<file path="config.mk">
export PLATFORM = sky130hd
export DESIGN_NAME = spi_cmd_rx
export DESIGN_NICKNAME = d
export VERILOG_FILES = /design/src/rtl/spi_cmd_rx_pkg.sv /design/src/rtl/spi_cmd_rx_sync.sv /design/src/rtl/spi_cmd_rx_shift.sv /design/src/rtl/spi_cmd_rx_mode.sv /design/src/rtl/spi_cmd_rx.sv
export SDC_FILE = /design/constraint.sdc
export NUM_CORES = 1
export LEC_CHECK = 0
export BUFFER_PORTS_ARGS = -buffer_cell sky130_fd_sc_hd__buf_2
export CAP_MARGIN = 15
export CORE_MARGIN = 5
export CORE_UTILIZATION = 45
export CTS_CLUSTER_SIZE = 16
export DETAILED_ROUTE_END_ITERATION = 6
export GPL_ROUTABILITY_DRIVEN = 0
export MAX_ROUTING_LAYER = met4
export PLACE_DENSITY = 0.75
export SYNTH_ARGS = -nofsm -noshare
export SYNTH_HDL_FRONTEND = slang
export SYNTH_SLANG_ARGS = --single-unit
</file>
<file path="constraint.sdc">
create_clock -name clk -period 1.6 [get_ports clk]
set_input_delay 0.08 -clock clk [delete_from_list [all_inputs] [get_ports clk]]
set_output_delay 0.08 -clock clk [all_outputs]
set_load 0.02 [all_outputs]
</file>
<file path="src/rtl/spi_cmd_rx_pkg.sv">
package spi_cmd_rx_pkg;
  localparam int WORD_W   = 24;
  localparam int DATA_W   = 16;
  localparam int ADDR_W   = 4;
  localparam int CNT_W    = $clog2(WORD_W);
  // bit positions inside the assembled word, bit 0 arriving last
  localparam int POS_FILL = 0;
  localparam int POS_CSEL = 1;
  localparam int POS_IMM  = 2;
  localparam int POS_RSV  = 3;
  localparam int ADDR_LO  = WORD_W - DATA_W - ADDR_W;
  localparam int DATA_LO  = WORD_W - DATA_W;
  localparam logic [CNT_W-1:0] LAST_BIT = CNT_W'(WORD_W - 1);
endpackage

</file>
<file path="src/rtl/spi_cmd_rx_sync.sv">
module spi_cmd_rx_sync #(
  parameter int          WIDTH   = 1,
  parameter int          STAGES  = 2,
  parameter logic [WIDTH-1:0] RST_VAL = '0
) (
  input  logic             clk,
  input  logic             rst_n,
  input  logic [WIDTH-1:0] d_in,
  output logic [WIDTH-1:0] q_out
);
  logic [WIDTH-1:0] stg [STAGES];

  for (genvar i = 0; i < STAGES; i++) begin : g_stage
    if (i == 0) begin : g_first
      always_ff @(posedge clk or negedge rst_n) begin
        if (!rst_n) stg[i] <= RST_VAL;
        else        stg[i] <= d_in;
      end
    end else begin : g_next
      always_ff @(posedge clk or negedge rst_n) begin
        if (!rst_n) stg[i] <= RST_VAL;
        else        stg[i] <= stg[i-1];
      end
    end
  end

  assign q_out = stg[STAGES-1];
endmodule

</file>
<file path="src/rtl/spi_cmd_rx_shift.sv">
module spi_cmd_rx_shift
  import spi_cmd_rx_pkg::*;
(
  input  logic              clk,
  input  logic              rst_n,
  input  logic              sclk_s,
  input  logic              seln_s,
  input  logic              dat_s,
  input  logic              blocked,
  output logic              word_done,
  output logic [WORD_W-1:0] word_full,
  output logic              wr_en,
  output logic [ADDR_W-1:0] wr_addr,
  output logic [DATA_W-1:0] wr_data
);
  logic              sclk_d;
  logic [CNT_W-1:0]  cnt_q, cnt_n;
  logic [WORD_W-2:0] sr_q, sr_n;
  logic              wr_q, wr_n;
  logic [ADDR_W-1:0] addr_q;
  logic [DATA_W-1:0] data_q;
  logic              rise, active;

  assign rise      = sclk_s & ~sclk_d;
  assign active    = ~seln_s & ~blocked;
  assign word_full = {sr_q, dat_s};
  assign word_done = rise & active & (cnt_q == LAST_BIT);

  always_comb begin
    cnt_n = cnt_q;
    sr_n  = sr_q;
    if (!active) begin
      cnt_n = '0;
    end else if (rise) begin
      sr_n  = {sr_q[WORD_W-3:0], dat_s};
      cnt_n = (cnt_q == LAST_BIT) ? '0 : cnt_q + 1'b1;
    end
    wr_n = word_done;
  end

  always_ff @(posedge clk or negedge rst_n) begin
    if (!rst_n) begin
      sclk_d <= 1'b0;
      cnt_q  <= '0;
      sr_q   <= '0;
      wr_q   <= 1'b0;
    end else begin
      sclk_d <= sclk_s;
      cnt_q  <= cnt_n;
      sr_q   <= sr_n;
      wr_q   <= wr_n;
    end
  end

  always_ff @(posedge clk or negedge rst_n) begin
    if (!rst_n) begin
      addr_q <= '0;
      data_q <= '0;
    end else if (word_done) begin
      addr_q <= word_full[ADDR_LO +: ADDR_W];
      data_q <= word_full[DATA_LO +: DATA_W];
    end
  end

  assign wr_en   = wr_q;
  assign wr_addr = addr_q;
  assign wr_data = data_q;

  assert_cnt_range_R1: assert property (@(posedge clk) disable iff (!rst_n)
    cnt_q <= LAST_BIT);
  assert_strobe_pulse_R2: assert property (@(posedge clk) disable iff (!rst_n)
    wr_en |=> !wr_en);
  assert_wr_in_frame_R4: assert property (@(posedge clk) disable iff (!rst_n)
    wr_en |-> $past(!seln_s));
  assert_cnt_clear_R5: assert property (@(posedge clk) disable iff (!rst_n)
    seln_s |=> (cnt_q == '0));
  assert_blocked_R7: assert property (@(posedge clk) disable iff (!rst_n)
    $past(blocked) |-> !wr_en);
endmodule

</file>
<file path="src/rtl/spi_cmd_rx_mode.sv">
module spi_cmd_rx_mode (
  input  logic clk,
  input  logic rst_n,
  input  logic load,
  input  logic bit_imm,
  input  logic bit_csel,
  input  logic bit_rsv,
  input  logic bit_fill,
  input  logic pin_immed,
  input  logic pin_extclk,
  output logic mode_immed,
  output logic mode_extclk,
  output logic rsvd_err
);
  logic imm_q, csel_q, err_q;
  logic imm_n, csel_n, err_n;

  always_comb begin
    imm_n  = imm_q;
    csel_n = csel_q;
    err_n  = err_q;
    if (load) begin
      imm_n  = bit_imm;
      csel_n = bit_csel;
      err_n  = bit_rsv | bit_fill;
    end
  end

  always_ff @(posedge clk or negedge rst_n) begin
    if (!rst_n) begin
      imm_q  <= 1'b0;
      csel_q <= 1'b0;
      err_q  <= 1'b0;
    end else begin
      imm_q  <= imm_n;
      csel_q <= csel_n;
      err_q  <= err_n;
    end
  end

  assign mode_immed  = imm_q | pin_immed;
  assign mode_extclk = csel_q | pin_extclk;
  assign rsvd_err    = err_q;

  assert_pin_imm_R6: assert property (@(posedge clk) disable iff (!rst_n)
    pin_immed |-> mode_immed);
  assert_pin_csel_R6: assert property (@(posedge clk) disable iff (!rst_n)
    pin_extclk |-> mode_extclk);
  assert_latch_hold_R6: assert property (@(posedge clk) disable iff (!rst_n)
    !load |=> ($stable(imm_q) && $stable(csel_q)));
endmodule

</file>
<file path="src/rtl/spi_cmd_rx.sv">
module spi_cmd_rx
  import spi_cmd_rx_pkg::*;
#(
  parameter int SYNC_STAGES = 2
) (
  input  logic              clk,
  input  logic              rst_n,
  input  logic              ser_clk,
  input  logic              ser_sel_n,
  input  logic              ser_dat,
  input  logic              rst_seq_busy,
  input  logic              pin_immed,
  input  logic              pin_extclk,
  output logic              wr_en,
  output logic [ADDR_W-1:0] wr_addr,
  output logic [DATA_W-1:0] wr_data,
  output logic              mode_immed,
  output logic              mode_extclk,
  output logic              seq_hold,
  output logic              rsvd_err
);
  logic [2:0]        raw_v, syn_v;
  logic              word_done;
  logic [WORD_W-1:0] word_full;

  assign raw_v = {ser_clk, ser_sel_n, ser_dat};

  spi_cmd_rx_sync #(.WIDTH(3), .STAGES(SYNC_STAGES), .RST_VAL(3'b010)) u_sync (
    .clk   (clk),
    .rst_n (rst_n),
    .d_in  (raw_v),
    .q_out (syn_v)
  );

  spi_cmd_rx_shift u_shift (
    .clk       (clk),
    .rst_n     (rst_n),
    .sclk_s    (syn_v[2]),
    .seln_s    (syn_v[1]),
    .dat_s     (syn_v[0]),
    .blocked   (rst_seq_busy),
    .word_done (word_done),
    .word_full (word_full),
    .wr_en     (wr_en),
    .wr_addr   (wr_addr),
    .wr_data   (wr_data)
  );

  spi_cmd_rx_mode u_mode (
    .clk         (clk),
    .rst_n       (rst_n),
    .load        (word_done),
    .bit_imm     (word_full[POS_IMM]),
    .bit_csel    (word_full[POS_CSEL]),
    .bit_rsv     (word_full[POS_RSV]),
    .bit_fill    (word_full[POS_FILL]),
    .pin_immed   (pin_immed),
    .pin_extclk  (pin_extclk),
    .mode_immed  (mode_immed),
    .mode_extclk (mode_extclk),
    .rsvd_err    (rsvd_err)
  );

  assign seq_hold = ~syn_v[1];

  assert_hold_no_wr_R8: assert property (@(posedge clk) disable iff (!rst_n)
    wr_en |-> $past(seq_hold));
endmodule

</file>
==> results.cfg, run 1 <==
[timing]
maxSlewViolCount = 0
hold_violations = 0
finClkSkew_ns = 0.00672
period_share_pct = 101
setup_ws_ns = -0.0187
setup_violations = 19
worst_slew_pin_slew_ns = 0.480
fin_crit_ns = 1.62
slew_headroom_pct = 68.0
rsz0062_at_grt = true
fmax_ghz = 0.618

[logic_synthesis]
syn_inst = 138
yosys.area.top_type = dfrtp_1
synth.area.top_cells = dfrtp_1 64%, mux2_2 22%, dfstp_2 2.4%, buf_6 1.5%, mux2i_1 0.90%
syn_area_per_cell_um2 = 16.2
synth_top_area_share_pct = 64.0
yosys_warnings = 0
synth_area_mm2 = 0.00223
ys_seq_area_share_pct = 66.3
synth_nets = 147
synth_seq_cells = 59
ys_types = 25

[placed_design]
placed_area_mm2 = 0.00250
place_hpwl_mm = 2.56
placedCellCount = 239
pre_cts_slack_ns = 0.00807
port_buffers = 32

[finish]
utilization_pct = 57.5
final_common_cell = dfrtp_1
fin_area_mm2 = 0.00273
n_antenna_cell = 0
layout.nets = 196
syn_to_final_growth_pct = 22.6
most-common-layout-cells = 57 x dfrtp_1, 44 x mux2_2, 32 x buf_2, 12 x clkbuf_8, 6 x buf_4
fillers = 390
drive_gt1_share_pct = 57.1
final_cell_count_no_fill = 258

[pwr]
p_total_mw = 2.94
p_leak_nw = 1.42
ir_worst_vdd_uv = 507
p_per_area_mw_per_mm2 = 1070

[grt]
first_global_vias = 1384
gr-usage-all-layers_pct = 14.6
grt_pass1_wl_mm = 6.60
antenna_found_initial = 0
grt_max_degree = 25
grt_overflow = 0

[critical_path]
cpPeakStageDelay_ns = 0.37
path_cells = ha_1 -> nand4b_1 -> nor3_4 -> buf_12 -> mux2_2
cp.arrival_ns = 1.83
critPathMaxFanout = 24
worstPathRequired_ns = 1.82
crit_path_end_kind = register
crit_path_top_delay_cell = dfrtp_1
startpoint_type = register
path_class = reg -> reg

[drt]
vias = 1245
drc = 0
drt_wl_total_mm = 3.91
first_pass_iters = 3
drtIter0Drc = 33
antenna_left = 0
routed_via_density = 4.83
wl_per_cell_um = 15.2

[floorplanning]
rows = 25
initial_utilization_pct = 46.9
ios = 33
die_x_um = 80.4
die_h_um = 80.4
coreArea_mm2 = 0.00475
die_area_mm2 = 0.00646

[cts]
numCtsBuffers = 9
htreeDepth = 3
clock_latency_ns = 0.34
postCtsSetupBuffers = 0
clkSlewWorstSetupHoldPaths_ns = 0.06
cts_tree = done
clk_path_buf_depth = 2
clockRootBuffer = clkbuf_8
clock-sinks = 59

[status]
failed_checks = setup timing
status = complete, but fails checks

[run]
drv_cap = 0

[min_path]
min_path_type = in -> async
-- worst max-delay path: cells and delay by family (launching register included) --
family                     cells  cell delay [ns]
and+or+nand+nor                2             0.38
muxes                          1             0.36
adders and majority gates      1             0.17
buffers and inverters          1             0.21
DFF                            1             0.37
-- cells by family after synthesis --
kind of cell	Yosys count	share of synthesized area (%)
flops	59	66.3
mux	47	23.6
simple gates	17	5.22
buf+inv	8	2.75
compound gates	5	1.12
xor+xnor	1	0.393
fa+ha+maj	1	0.561
-- metrics by stage --
stage / hold WS, ns / setup TNS (ns)
5_1_grt: 0.267 / -1.85
3_5_place_dp: 0.0639 / 0
2_1_floorplan: -0.216 / -0.124
4_1_cts: 0.234 / -0.0143
3_3_place_gp: 0.0504 / 0
6_report: 0.247 / -0.142
-- registers in the layout, summed over array words and instances, names as in the netlist --
| signal | count |
|---|---|
| u_mode.csel_q | 1 |
| u_mode.imm_q | 1 |
| u_mode.rsvd_err | 1 |
| u_shift.cnt_q | 5 |
| u_shift.sclk_d | 1 |
| u_shift.sr_q | 23 |
| u_shift.wr_addr | 4 |
| u_shift.wr_data | 16 |
| u_shift.wr_en | 1 |
| u_sync.q_out | 3 |
| u_sync.stg | 3 |
-- worst paths after layout --
| kind | start | end | slack, ns | cells past startpoint |
|---|---|---|---|---|
| worst min-delay path | rst_n | u_shift.cnt_q[0] | 0.25 | 2 |
| min in group clk | rst_seq_busy | u_shift.cnt_q[3] | 0.25 | 4 |
| worst min register to register | u_sync.stg[5] | u_sync.q_out[2] | 0.35 | 0 |
| max in group asynchronous | rst_n | u_shift.wr_data[6] | 0.71 | 3 |
| worst max-delay path | u_shift.cnt_q[1] | u_shift.wr_data[1] | -0.02 | 5 |
| worst max register to register | u_shift.cnt_q[1] | u_shift.wr_data[1] | -0.02 | 5 |
-- metal layers --
layer / part of all wire, % / GRT usage, % / up-vias
li1: - / - / 576
met1: 43 / 16.4 / 633
met2: 49 / 21.2 / 23
met3: 3.8 / 4.71 / 13
met4: 4.2 / 11.7 / 0
met5: 0 / - / -
-- cell type report --
class                           count  area (µm²)  area share [%]
Clock inverter                      2        10.0           0.366
Inverter                            2        7.51           0.275
Tap cell                           67        83.8            3.07
Multi-Input combinational cell     71         699            25.6
Sequential cell                    59        1480            54.1
Timing Repair Buffer               44         285            10.4
Clock buffer                       13         169            6.18
-- report_power, final --
part | internal (mW) | total, mW | switching [mW] | leakage [nW]
clock | 0.675 | 1.21 | 0.537 | 0.0953
combinational | 0.0708 | 0.138 | 0.0677 | 0.533
sequential | 1.55 | 1.59 | 0.0362 | 0.794
total | 2.30 | 2.94 | 0.641 | 1.42
-- synth_stat cells --
| master | instances |
|---|---|
| a21oi_1 | 3 |
| buf_2 | 1 |
| buf_4 | 2 |
| buf_6 | 3 |
| dfrtp_1 | 57 |
| dfstp_2 | 2 |
| ha_1 | 1 |
| inv_1 | 2 |
| mux2_1 | 1 |
| mux2_2 | 44 |
| mux2i_1 | 2 |
| nand2_1 | 2 |
| nand2b_1 | 1 |
| nand3_1 | 1 |
| nand3b_1 | 1 |
| nand4b_1 | 1 |
| nor2_1 | 3 |
| nor2_2 | 1 |
| nor3_4 | 1 |
| o21ai_0 | 2 |
| or2_1 | 1 |
| or2_2 | 2 |
| or3b_2 | 1 |
| or4b_2 | 2 |
| xor2_1 | 1 |
-- timing repair --
action,in CTS,in global routing
gates cloned,0,0
hold buffers,4,0
endpoints found under the hold margin,21,0
pin swaps,0,0
resized for setup,0,3
setup endpoints to repair,2,29
No activity file was read; power rests on OpenSTA's default activity.
==> inputs of run 2 (changes only) <==
CTS_BUF_LIST = sky130_fd_sc_hd__clkbuf_2   (was default)
==> run 2 against run 1 <==
Effect of this change: the flow still finishes with violations (setup timing); die area unchanged; combinational power about the same; highest routed layer unchanged; fmax down 0.87%; worst hold slack worse by 0.14 ns; critical endpoint is now u_shift.wr_data[10].
==> results.cfg, run 2 (synthesis results as in run 1) <==
[floorplanning]
ios = 33
coreArea_mm2 = 0.00475
die_area_mm2 = 0.00646
rows = 25
die_h_um = 80.4
die_x_um = 80.4
initial_utilization_pct = 46.9

[grt]
gr-usage-all-layers_pct = 14.6
grt_overflow = 0
first_global_vias = 1381
grt_pass1_wl_mm = 6.71
grt_max_degree = 25
antenna_found_initial = 0

[critical_path]
crit_path_top_delay_cell = dfrtp_1
rrSetupSlack_ns = -0.03
path_class = reg -> reg
path_cells = ha_1 -> nand4b_1 -> nor3_4 -> buf_12 -> mux2_2
cp.arrival_ns = 1.96
critPathMaxFanout = 24
reg2reg_to = u_shift.wr_data[10]
startpoint_type = register
worstPathRequired_ns = 1.93
crit_path_end_kind = register
r2r-start = u_shift.cnt_q[1]
cpPeakStageDelay_ns = 0.39
r2r_cells = 5

[min_path]
min_path_type = in -> async

[timing]
fin_crit_ns = 1.63
finClkSkew_ns = 0.0257
slew_headroom_pct = 68.5
maxSlewViolCount = 0
setup_violations = 20
worst_slew_pin_slew_ns = 0.473
hold_violations = 0
fmax_ghz = 0.612
timing.hold.ws_ns = 0.103
rsz0062_at_grt = true
setup_ws_ns = -0.0329
period_share_pct = 102

[drt]
antenna_left = 0
drc = 0
first_pass_iters = 4
wl_per_cell_um = 14.7
drtIter0Drc = 42
vias = 1242
routed_via_density = 4.80
drt_wl_total_mm = 3.80

[pwr]
p_leak_nw = 1.39
swShare_pct = 24.3
internal_power_mw = 1.80
p_seq_share_pct = 66.5
ir_worst_vdd_uv = 384
combPwrFrac_pct = 5.8
switchingPower_uw = 580
clkPwrFrac_pct = 27.7
p_per_area_mw_per_mm2 = 904

[status]
status = complete, but fails checks
failed_checks = setup timing

[finish]
largest_register_ff_count = 23
fillers = 406
top_register = u_shift.sr_q
layout.nets = 197
syn_to_final_growth_pct = 18.3
final_common_cell = dfrtp_1
drive_gt1_share_pct = 56.3
most-common-layout-cells = 57 x dfrtp_1, 43 x mux2_2, 32 x buf_2, 10 x clkbuf_2, 7 x buf_4
n_antenna_cell = 0
fin_area_mm2 = 0.00264
final_cell_count_no_fill = 259
utilization_pct = 55.5

[cts]
clk_path_buf_depth = 2
htreeDepth = 3
clockRootBuffer = clkbuf_2
clock-sinks = 59
clock_latency_ns = 0.45
cts_tree = done
numCtsBuffers = 9
clkSlewWorstSetupHoldPaths_ns = 0.16

[placed_design]
port_buffers = 32
placed_area_mm2 = 0.00250
placedCellCount = 239
place_hpwl_mm = 2.56

[run]
drv_cap = 0
## run 2: cell types whose count changed in the layout (fill, tap and decap cells not counted)
cell      change
buf_4         +1
clkbuf_1      -1
clkbuf_2     +10
clkbuf_8     -12
clkinv_1      +3
mux2_2        -1
mux2_4        +1
## run 2: repair_timing
| action | CTS | global route |
|---|---|---|
| endpoints found under the setup margin | 10 | 22 |
| endpoints found under the hold margin | 62 | 0 |
| resized for setup | 4 | 0 |
| buffers inserted | 1 | 0 |
| hold buffers | 4 | 0 |
| cloned | 0 | 0 |
## run 2: through the flow
stage	worst slack (ns)	setup TNS, ns	total power [mW]
CTS	0.00342	0	2.42
global route	-0.0949	-1.71	2.52
detailed placement	0.00807	0	1.75
finish	-0.0329	-0.346	2.38
floorplan	-0.00764	-0.124	1.68
global placement	0.0424	0	1.74
## run 2: layout make-up
class                           count  area [µm²]  share of cell area, %
Sequential cell                    59        1480                   56.1
Inverter                            2        7.51                  0.285
Clock buffer                       10        50.0                   1.90
Timing Repair Buffer               45         293                   11.1
Multi-Input combinational cell     71         703                   26.7
Clock inverter                      5        21.3                  0.806
Tap cell                           67        83.8                   3.18
## run 2: worst max-delay path by stage
| stage | start | end | slack (ns) | cells past startpoint |
|---|---|---|---|---|
| 2_1_floorplan | u_sync.q_out[1] | u_mode.csel_q | -0.008 | 5 |
| 5_1_grt | u_shift.cnt_q[1] | u_shift.wr_data[6] | -0.09 | 5 |
| 6_report | u_shift.cnt_q[1] | u_shift.wr_data[10] | -0.03 | 5 |
| 3_5_place_dp | u_shift.cnt_q[1] | u_mode.csel_q | 0.008 | 5 |
| 3_3_place_gp | u_shift.sclk_d | u_shift.wr_data[3] | 0.04 | 4 |
| 4_1_cts | u_shift.cnt_q[0] | u_shift.wr_data[10] | 0.003 | 5 |
## run 2: layer usage
layer / vias up / track usage (%) / routed length [µm]
met3: 9 / 5.38 / 161
met1: 629 / 16.8 / 1610
met4: 0 / 8.61 / 116
met2: 25 / 21.9 / 1910
li1: 579 / - / -
met5: - / - / 0
## run 2: power groups by stage
stage	clock [mW]	sequential, mW	combinational [mW]
5_1_grt	0.766	1.59	0.156
6_report	0.660	1.59	0.138
4_1_cts	0.696	1.59	0.141
3_3_place_gp	0	1.61	0.126
2_1_floorplan	0	1.60	0.0765
3_5_place_dp	0	1.62	0.132
## run 2: worst max-delay path: cells and delay by family (launching register included)
family / cells / cell delay, ns
mux: 1 / 0.35
buf+inv: 1 / 0.21
simple gates: 2 / 0.38
fa+ha+maj: 1 / 0.16
flops: 1 / 0.39
